==> config.mk <==
export PLATFORM = sky130hd
export DESIGN_NAME = quad_enc_counter
export DESIGN_NICKNAME = d
export VERILOG_FILES = /design/src/rtl/qenc_pkg.sv /design/src/rtl/qenc_glitch_filter.sv /design/src/rtl/qenc_ctrl.sv /design/src/rtl/qenc_datapath.sv /design/src/rtl/quad_enc_counter.sv
export SDC_FILE = /design/constraint.sdc
export NUM_CORES = 1
export LEC_CHECK = 0
export CAP_MARGIN = 20
export CORE_MARGIN = 1.5
export CORE_UTILIZATION = 47
export DETAILED_ROUTE_END_ITERATION = 16
export PLACE_DENSITY_LB_ADDON = 0.12
export RECOVER_POWER = 100
export SYNTH_ARGS = -nofsm -noshare
export SYNTH_HDL_FRONTEND = slang
export SYNTH_SLANG_ARGS = --single-unit
==> constraint.sdc <==
create_clock -name clk -period 2.65 [get_ports clk]
set_input_delay 0.3975 -clock clk [delete_from_list [all_inputs] [get_ports clk]]
set_output_delay 0.3975 -clock clk [all_outputs]
set_load 0.03 [all_outputs]
==> src/rtl/qenc_pkg.sv <==
package qenc_pkg;
  typedef struct packed {
    logic stepUp;
    logic stepDown;
  } stepStrobe_t;
endpackage

==> src/rtl/qenc_glitch_filter.sv <==
module qenc_glitch_filter #(
  parameter int SYNC_STAGES = 2,
  parameter int FILT_LEN    = 4
) (
  input  logic clk,
  input  logic rstN,
  input  logic rawIn,
  output logic filtOut
);
  localparam int CW = $clog2(FILT_LEN + 1);

  logic [SYNC_STAGES-1:0] syncReg;
  logic [CW-1:0]          stableCnt;
  logic                   syncOut;

  assign syncOut = syncReg[SYNC_STAGES-1];

  generate
    if (SYNC_STAGES == 1) begin : g_oneStage
      always_ff @(posedge clk or negedge rstN) begin
        if (!rstN) syncReg <= '0;
        else       syncReg <= rawIn;
      end
    end else begin : g_multiStage
      always_ff @(posedge clk or negedge rstN) begin
        if (!rstN) syncReg <= '0;
        else       syncReg <= {syncReg[SYNC_STAGES-2:0], rawIn};
      end
    end
  endgenerate

  // The output only follows once the synchronized value has differed for FILT_LEN cycles in a row
  always_ff @(posedge clk or negedge rstN) begin
    if (!rstN) begin
      stableCnt <= '0;
      filtOut   <= 1'b0;
    end else if (syncOut != filtOut) begin
      if (stableCnt == CW'(FILT_LEN - 1)) begin
        filtOut   <= syncOut;
        stableCnt <= '0;
      end else begin
        stableCnt <= stableCnt + CW'(1);
      end
    end else begin
      stableCnt <= '0;
    end
  end
endmodule

==> src/rtl/qenc_ctrl.sv <==
module qenc_ctrl
  import qenc_pkg::*;
(
  input  logic        clk,
  input  logic        rstN,
  input  logic        run,
  input  logic        fltA,
  input  logic        fltB,
  output stepStrobe_t strobe,
  output logic        dirDown,
  output logic        upToDownFlag,
  output logic        downToUpFlag
);
  logic prevA, prevB;
  logic chA, chB, validEdge, isUp;
  logic dirSeen;

  // The previous phases are tracked even while halted, so resuming does not see a stale edge
  always_ff @(posedge clk or negedge rstN) begin
    if (!rstN) begin
      prevA <= 1'b0;
      prevB <= 1'b0;
    end else begin
      prevA <= fltA;
      prevB <= fltB;
    end
  end

  always_comb begin
    chA       = fltA ^ prevA;
    chB       = fltB ^ prevB;
    validEdge = chA ^ chB;
    isUp      = chA ? (fltA != fltB) : (fltB == fltA);
    strobe.stepUp   = run & validEdge & isUp;
    strobe.stepDown = run & validEdge & ~isUp;
  end

  always_ff @(posedge clk or negedge rstN) begin
    if (!rstN) begin
      dirDown      <= 1'b0;
      dirSeen      <= 1'b0;
      upToDownFlag <= 1'b0;
      downToUpFlag <= 1'b0;
    end else begin
      upToDownFlag <= 1'b0;
      downToUpFlag <= 1'b0;
      if (!run) begin
        dirSeen <= 1'b0;
      end else if (validEdge) begin
        dirSeen <= 1'b1;
        dirDown <= ~isUp;
        if (dirSeen && !isUp && !dirDown) upToDownFlag <= 1'b1;
        if (dirSeen && isUp && dirDown)   downToUpFlag <= 1'b1;
      end
    end
  end
endmodule

==> src/rtl/qenc_datapath.sv <==
module qenc_datapath
  import qenc_pkg::*;
#(
  parameter int CNT_W = 16
) (
  input  logic             clk,
  input  logic             rstN,
  input  stepStrobe_t      strobe,
  input  logic [CNT_W-1:0] reloadVal,
  output logic [CNT_W-1:0] count
);
  logic [CNT_W-1:0] nextCount;

  always_comb begin
    nextCount = count;
    if (strobe.stepUp) begin
      nextCount = (count >= reloadVal) ? '0 : count + CNT_W'(1);
    end else if (strobe.stepDown) begin
      nextCount = (count == '0) ? reloadVal : count - CNT_W'(1);
    end
  end

  always_ff @(posedge clk or negedge rstN) begin
    if (!rstN) count <= '0;
    else       count <= nextCount;
  end
endmodule

==> src/rtl/quad_enc_counter.sv <==
module quad_enc_counter
  import qenc_pkg::*;
#(
  parameter int CNT_W       = 16,
  parameter int SYNC_STAGES = 2,
  parameter int FILT_LEN    = 4
) (
  input  logic             clk,
  input  logic             rstN,
  input  logic             enable,
  input  logic             contMode,
  input  logic             phaseA,
  input  logic             phaseB,
  input  logic [CNT_W-1:0] reloadVal,
  output logic [CNT_W-1:0] count,
  output logic             dirDown,
  output logic             upToDownFlag,
  output logic             downToUpFlag
);
  localparam int N_PH = 2;

  logic [N_PH-1:0] rawPh, fltPh;
  stepStrobe_t     strobe;
  logic            run;

  assign rawPh = {phaseB, phaseA};
  assign run   = enable & contMode;

  for (genvar i = 0; i < N_PH; i++) begin : g_filt
    qenc_glitch_filter #(
      .SYNC_STAGES(SYNC_STAGES),
      .FILT_LEN   (FILT_LEN)
    ) u_filt (
      .clk    (clk),
      .rstN   (rstN),
      .rawIn  (rawPh[i]),
      .filtOut(fltPh[i])
    );
  end

  qenc_ctrl u_ctrl (
    .clk         (clk),
    .rstN        (rstN),
    .run         (run),
    .fltA        (fltPh[0]),
    .fltB        (fltPh[1]),
    .strobe      (strobe),
    .dirDown     (dirDown),
    .upToDownFlag(upToDownFlag),
    .downToUpFlag(downToUpFlag)
  );

  qenc_datapath #(.CNT_W(CNT_W)) u_dp (
    .clk      (clk),
    .rstN     (rstN),
    .strobe   (strobe),
    .reloadVal(reloadVal),
    .count    (count)
  );
endmodule

==> results of run 1 <==
==> per-stage QoR <==
step | setup WS (ps) | hold slack, ps
2_1_floorplan | 357 | 102
3_3_place_gp | -8.80 | 335
3_5_place_dp | -125 | 338
4_1_cts | 146 | 354
5_1_grt | 15.0 | 359
6_report | 135 | 349
==> flip-flops by register name, indices dropped and copies added (netlist names), 2 cells and up <==
signal / flops
g_filt.u_filt.filtOut: 2
g_filt.u_filt.stableCnt: 6
u_dp.count: 16
g_filt.u_filt.syncReg: 4
==> kinds of logic (layout without fill, tap and decap cells) <==
logic type                 Yosys count  in the layout  synth area share
DFF                                 34             34             0.340
buffers and inverters               41            100            0.0665
xor gates and xnor gates            16             16            0.0560
muxes                                2              2           0.00900
and+or+nand+nor                    104            104             0.230
adders and majority gates           21             21             0.105
AOI/OAI and AO/OA                   76             76             0.194
==> final timing paths <==
check                                            startpoint  depth (start not counted)                     endpoint
max in group asynchronous                              rstN                          2               u_dp.count[12]
worst max-delay path                          reloadVal[15]                         10                u_dp.count[9]
worst max register to register                u_dp.count[2]                         10                u_dp.count[0]
worst min register to register  g_filt[1].u_filt.syncReg[0]                          0  g_filt[1].u_filt.syncReg[1]
worst min-delay path            g_filt[1].u_filt.syncReg[0]                          0  g_filt[1].u_filt.syncReg[1]
min in group asynchronous                              rstN                          2                u_dp.count[6]
==> layout make-up <==
type,instances,area [um^2]
Clock inverter,1,30.0
Multi-Input combinational cell,219,1490
Sequential cell,34,851
Timing Repair Buffer,69,598
Inverter,24,90.1
Clock buffer,6,82.6
Tap cell,70,87.6
Fill cell,461,1880
==> where the power goes <==
part	total (mW)	switching (mW)	leakage [nW]	internal, mW
clock	0.493	0.192	0.0573	0.301
sequential	0.876	0.198	0.439	0.678
combinational	1.90	1.07	1.01	0.829
==> critical path, cell delays in order <==
cell,delay (ps)
dlygate4sd3_1,560
inv_1,60
ha_1,300
nand2_1,80
or4_1,470
o2111ai_1,130
a21oi_2,70
clkbuf_2,210
a21boi_0,160
a211o_1,230
==> layer usage <==
layer	up-vias	GRT usage	wire (um)
li1	1172	-	-
met1	1086	0.309	2810
met2	62	0.372	2980
met3	5	0.0434	333
met4	0	0.0759	54
met5	-	0	0
==> placed cells by master (no fill, tap or decap), types with 4 or more instances in the layout <==
master           count
a211o_1              5
xnor2_1             13
inv_1               24
nand2_1             20
a21oi_1             21
a22oi_1              4
o21ai_0             11
nand3_1             15
nor3_1               8
clkdlybuf4s50_1     17
or3_1                6
buf_4               23
clkbuf_1             4
o21ai_1              6
o211ai_1             9
nor3b_1              5
nor2b_1              4
dlygate4sd3_1       23
dfrtp_1             34
clkbuf_8             6
ha_1                21
nand4_1              5
nor2_1              20
==> results.json, run 1 <==
{
  "run_status": "finished clean",
  "cts_made_buffers": 5,
  "grt_antenna_before_repair": 0,
  "leakage_nw": 1.51,
  "cts_repair_resize_count": 0,
  "place_hpwl_um": 4550,
  "cts.clk_slew.worst_paths_ps": 70,
  "placed_area_um2": 3130,
  "cts_setup_buffers": 0,
  "detail_route.drc_violations": 0,
  "syn-num-nets": 337,
  "placedCellCount": 416,
  "max_cap_viol_count": 0,
  "ys_types": 49,
  "via_count": 2325,
  "hold_viol": 0,
  "seq_area_frac_synth": 0.340,
  "max_slew_margin": 0.407,
  "num-nets-final": 396,
  "post_drt_wl_per_cell_um": 14.6,
  "postSynth.asyncResetShare": 1.00,
  "design_power_total_mw": 3.27,
  "synthesis.area_per_instance_um2": 8.51,
  "synth_commonest_cells": "34 x dfrtp_1, 24 x inv_1, 21 x a21oi_1, 21 x ha_1",
  "top_flip_flop_cell_by_instance_count_after_synthesis": "dfrtp_1",
  "number_of_synthesized_flops_with_an_enable_pin": 0,
  "stdcell_count": 423,
  "worst_setup_path_end_kind": "flip-flop",
  "final_antenna_net_count": 0,
  "total_congestion_overflow": 0,
  "final_layout_size_suffix_gt1_frac": 0.119,
  "timing_max_transition_violations_final": 0,
  "timing.fmax_mhz": 398,
  "route.final.wire_length_um": 6180,
  "core_um2": 5110,
  "first_pass_grt_wire_length_um": 10600,
  "holdCritPathClass": "flip-flop to flip-flop",
  "port_buffers": 40,
  "fp-row-count": 26,
  "synth_top_area_frac": 0.340,
  "yosysMostFrequentCell": "dfrtp_1",
  "worst_slew_pin_slew_ps": 889,
  "clockRootBuffer": "clkbuf_8",
  "global_route.usage.total": 0.229,
  "critical_path_start_type": "input pin",
  "setup_repair_after_global_routing_missed_its_margin": "false",
  "synth.cell_area_um2": 2500,
  "cp_data_arrival_time_ps": 2680,
  "synth-warning-count": 0,
  "clock_tree.htree_level_count": 2,
  "crit_fanout": 12,
  "worst_skew_pair.late_latency_ps": 290,
  "dieHeight_um": 76.0,
  "tritoncts_clock_tree": "done",
  "final_core_area_utilization": 0.631,
  "first_iter_violations": 119,
  "insertedDiodeCount": 0,
  "hold_fix_buffers_at_cts": 0,
  "flop2flop_setup_slack_ps": 250,
  "vdd_ir_drop_max_mv": 0.589,
  "clock_tree.buffer_depth": 2,
  "synth_top_cell_by_area": "dfrtp_1",
  "syn_inst": 294,
  "grt_start_max_net_pins": 35,
  "period_minus_slack_ps": 2510,
  "finalSetupViolCount": 0,
  "die_area_um2": 5770,
  "io_pins": 41,
  "grt_pass1_vias": 2186,
  "power.density_nw_per_um2": 1010,
  "setup-tns-final_ps": 0,
  "ys_ff_latch": 34,
  "final_design_instance_area_without_fill_um2": 3220,
  "synth_area_leaders": "dfrtp_1 34%, ha_1 11%, xnor2_1 4.6%, a21oi_1 4.2%, inv_1 3.6%",
  "cp_data_required_time_ps": 2820,
  "drt-vias-per-instance": 5.50,
  "drt_pre_antenna_iters": 4,
  "place_congestion": 0.823,
  "setup_skew_ps": 13.5,
  "floorplan.initialDensity": 0.490,
  "clock_sink_count": 34,
  "area_delta_synth_final_pct": 28.8,
  "period_share": 0.949,
  "chipWidth_um": 76.0,
  "critical_setup_path_kind": "input pin to flip-flop"
}
(Power assumes the default switching activity.)
==> run 2, diff against run 1 <==
--- a/config.mk
+++ b/config.mk
@@ -7,7 +7,7 @@
 export LEC_CHECK = 0
 export CAP_MARGIN = 20
 export CORE_MARGIN = 1.5
-export CORE_UTILIZATION = 47
+export CORE_UTILIZATION = 50
 export DETAILED_ROUTE_END_ITERATION = 16
 export PLACE_DENSITY_LB_ADDON = 0.12
 export RECOVER_POWER = 100
==> run 2 against run 1 <==
  * The flow now finishes with violations (max-capacitance violations, max-slew violations)
  * Sequential power up 1%
  * Largest power group unchanged
  * Design area shrank 0.62%
  * Die area decreased by 5.8%
  * Core utilization increased by 3.8 points
  * Flip-flop and latch count unchanged
  * Global-route usage is 1.5 points higher
  * Sequential share of layout area increased by 0.16 points
==> results.json, run 2 (same netlist as run 1, synthesis figures left out) <==
{
  "max_slew_margin": -0.231,
  "min_path_cells": 0,
  "drt-vias-per-instance": 5.57,
  "finalSetupViolCount": 0,
  "flop2flop_setup_slack_ps": 280,
  "worst_setup_path_end_kind": "flip-flop",
  "power.switching_fraction": 0.443,
  "worst_slew_pin_slew_ps": 1850,
  "period_share": 0.916,
  "largest_reg_flops": 16,
  "biggestRegsByFlops": "u_dp.count (16), g_filt.u_filt.stableCnt (6), g_filt.u_filt.syncReg (4)",
  "hold_fix_buffers_at_cts": 0,
  "clock_tree.htree_level_count": 2,
  "final_core_area_utilization": 0.670,
  "p_seq_frac": 0.275,
  "leakage_nw": 1.50,
  "placed_area_um2": 3110,
  "preCtsSetupSlack_ps": -22.5,
  "clockRootBuffer": "clkbuf_8",
  "final_cell_mix": "34 x dfrtp_1, 24 x inv_1",
  "power.clock.fraction": 0.152,
  "clock_tree.buffer_depth": 2,
  "hold_viol": 0,
  "num-nets-final": 393,
  "cts_made_buffers": 5,
  "postLayoutSetupSlackWorst_ps": 222,
  "dieHeight_um": 73.7,
  "tritoncts_clock_tree": "done",
  "clock_sink_count": 34,
  "die_area_um2": 5440,
  "drt_pre_antenna_iters": 5,
  "post_drt_wl_per_cell_um": 14.2,
  "detail_route.drc_violations": 0,
  "net_switching_power_of_the_design_mw": 1.43,
  "share_comb_of_total_power": 0.574,
  "place_hpwl_um": 4230,
  "critical_setup_path_kind": "input pin to flip-flop",
  "final_layout_size_suffix_gt1_frac": 0.114,
  "setup-tns-final_ps": 0,
  "violations": "max-capacitance violations, max-slew violations",
  "port_buffers": 40,
  "grt_antenna_before_repair": 0,
  "vdd_ir_drop_max_mv": 0.475,
  "cp_data_required_time_ps": 2820,
  "setup_repair_after_global_routing_missed_its_margin": "false",
  "floorplan.initialDensity": 0.523,
  "final_common_cell": "dfrtp_1",
  "first_iter_violations": 163,
  "stdcell_count": 417,
  "timing_max_transition_violations_final": 35,
  "total_congestion_overflow": 0,
  "cp_data_arrival_time_ps": 2600,
  "power.density_nw_per_um2": 1010,
  "design_power_total_mw": 3.23,
  "max_cap_viol_count": 1,
  "register_name_with_the_most_flops": "u_dp.count",
  "insertedDiodeCount": 0,
  "placedCellCount": 410,
  "place_congestion": 0.904,
  "cts.clk_slew.worst_paths_ps": 70,
  "final_design_instance_area_without_fill_um2": 3200,
  "power.internal_mw": 1.80,
  "timing.fmax_mhz": 412,
  "run_status": "complete, but fails checks",
  "cts_repair_resize_count": 0,
  "first_pass_grt_wire_length_um": 10100,
  "cts_setup_buffers": 0,
  "hold_ws_ps": 340,
  "area_delta_synth_final_pct": 28.0,
  "worst_skew_pair.late_latency_ps": 290,
  "grt_start_max_net_pins": 35,
  "grt_pass1_vias": 2141,
  "core_um2": 4790,
  "setup_skew_ps": 9.03,
  "global_route.usage.total": 0.244,
  "chipWidth_um": 73.7,
  "critical_path_start_type": "input pin",
  "crit_fanout": 11,
  "via_count": 2321,
  "period_minus_slack_ps": 2430,
  "fp-row-count": 25,
  "holdCritPathClass": "flip-flop to flip-flop",
  "route.final.wire_length_um": 5900,
  "worst_r2r_path_depth": 6,
  "io_pins": 41,
  "final_antenna_net_count": 0
}
[run 2: final cells by class]
type / instances / area, um^2
sequential: 34 / 851
clock buffer: 6 / 82.6
inverter: 24 / 90.1
fill: 422 / 1580
clock inverter: 1 / 30.0
multi-input combinational: 219 / 1490
tap: 67 / 83.8
timing repair buffer: 66 / 582
[run 2: metal layers]
metal  GRT usage  vias to the layer above  wire length, um
li1            -                     1164                -
met1       0.332                     1105             2910
met2       0.395                       46             2730
met3      0.0412                        6              201
met4      0.0741                        0               61
met5           0                        -                0
[run 2: worst max-delay path: stages]
cell	delay (ps)
clkdlybuf4s50_1	470
inv_1	50
ha_1	300
nand2_1	70
or4_1	510
o2111ai_1	140
a21oi_2	90
clkbuf_2	220
a22o_1	210
nand3b_1	140
[run 2: final timing paths]
path | start | to
worst min-delay path | g_filt[0].u_filt.syncReg[0] | g_filt[0].u_filt.syncReg[1]
max in group asynchronous | rstN | g_filt[0].u_filt.stableCnt[1]
worst max-delay path | reloadVal[11] | u_dp.count[7]
worst max register to register | u_dp.count[5] | u_dp.count[13]
worst min register to register | g_filt[0].u_filt.syncReg[0] | g_filt[0].u_filt.syncReg[1]
min in group asynchronous | rstN | u_dp.count[15]
[run 2: power groups by stage]
stage | sequential [mW] | clock (mW) | combinational [mW]
2_1_floorplan | 1.01 | 0 | 1.14
3_3_place_gp | 0.894 | 0 | 1.86
3_5_place_dp | 0.899 | 0 | 1.89
4_1_cts | 0.890 | 0.501 | 1.91
5_1_grt | 0.926 | 0.529 | 2.08
6_report | 0.888 | 0.490 | 1.85
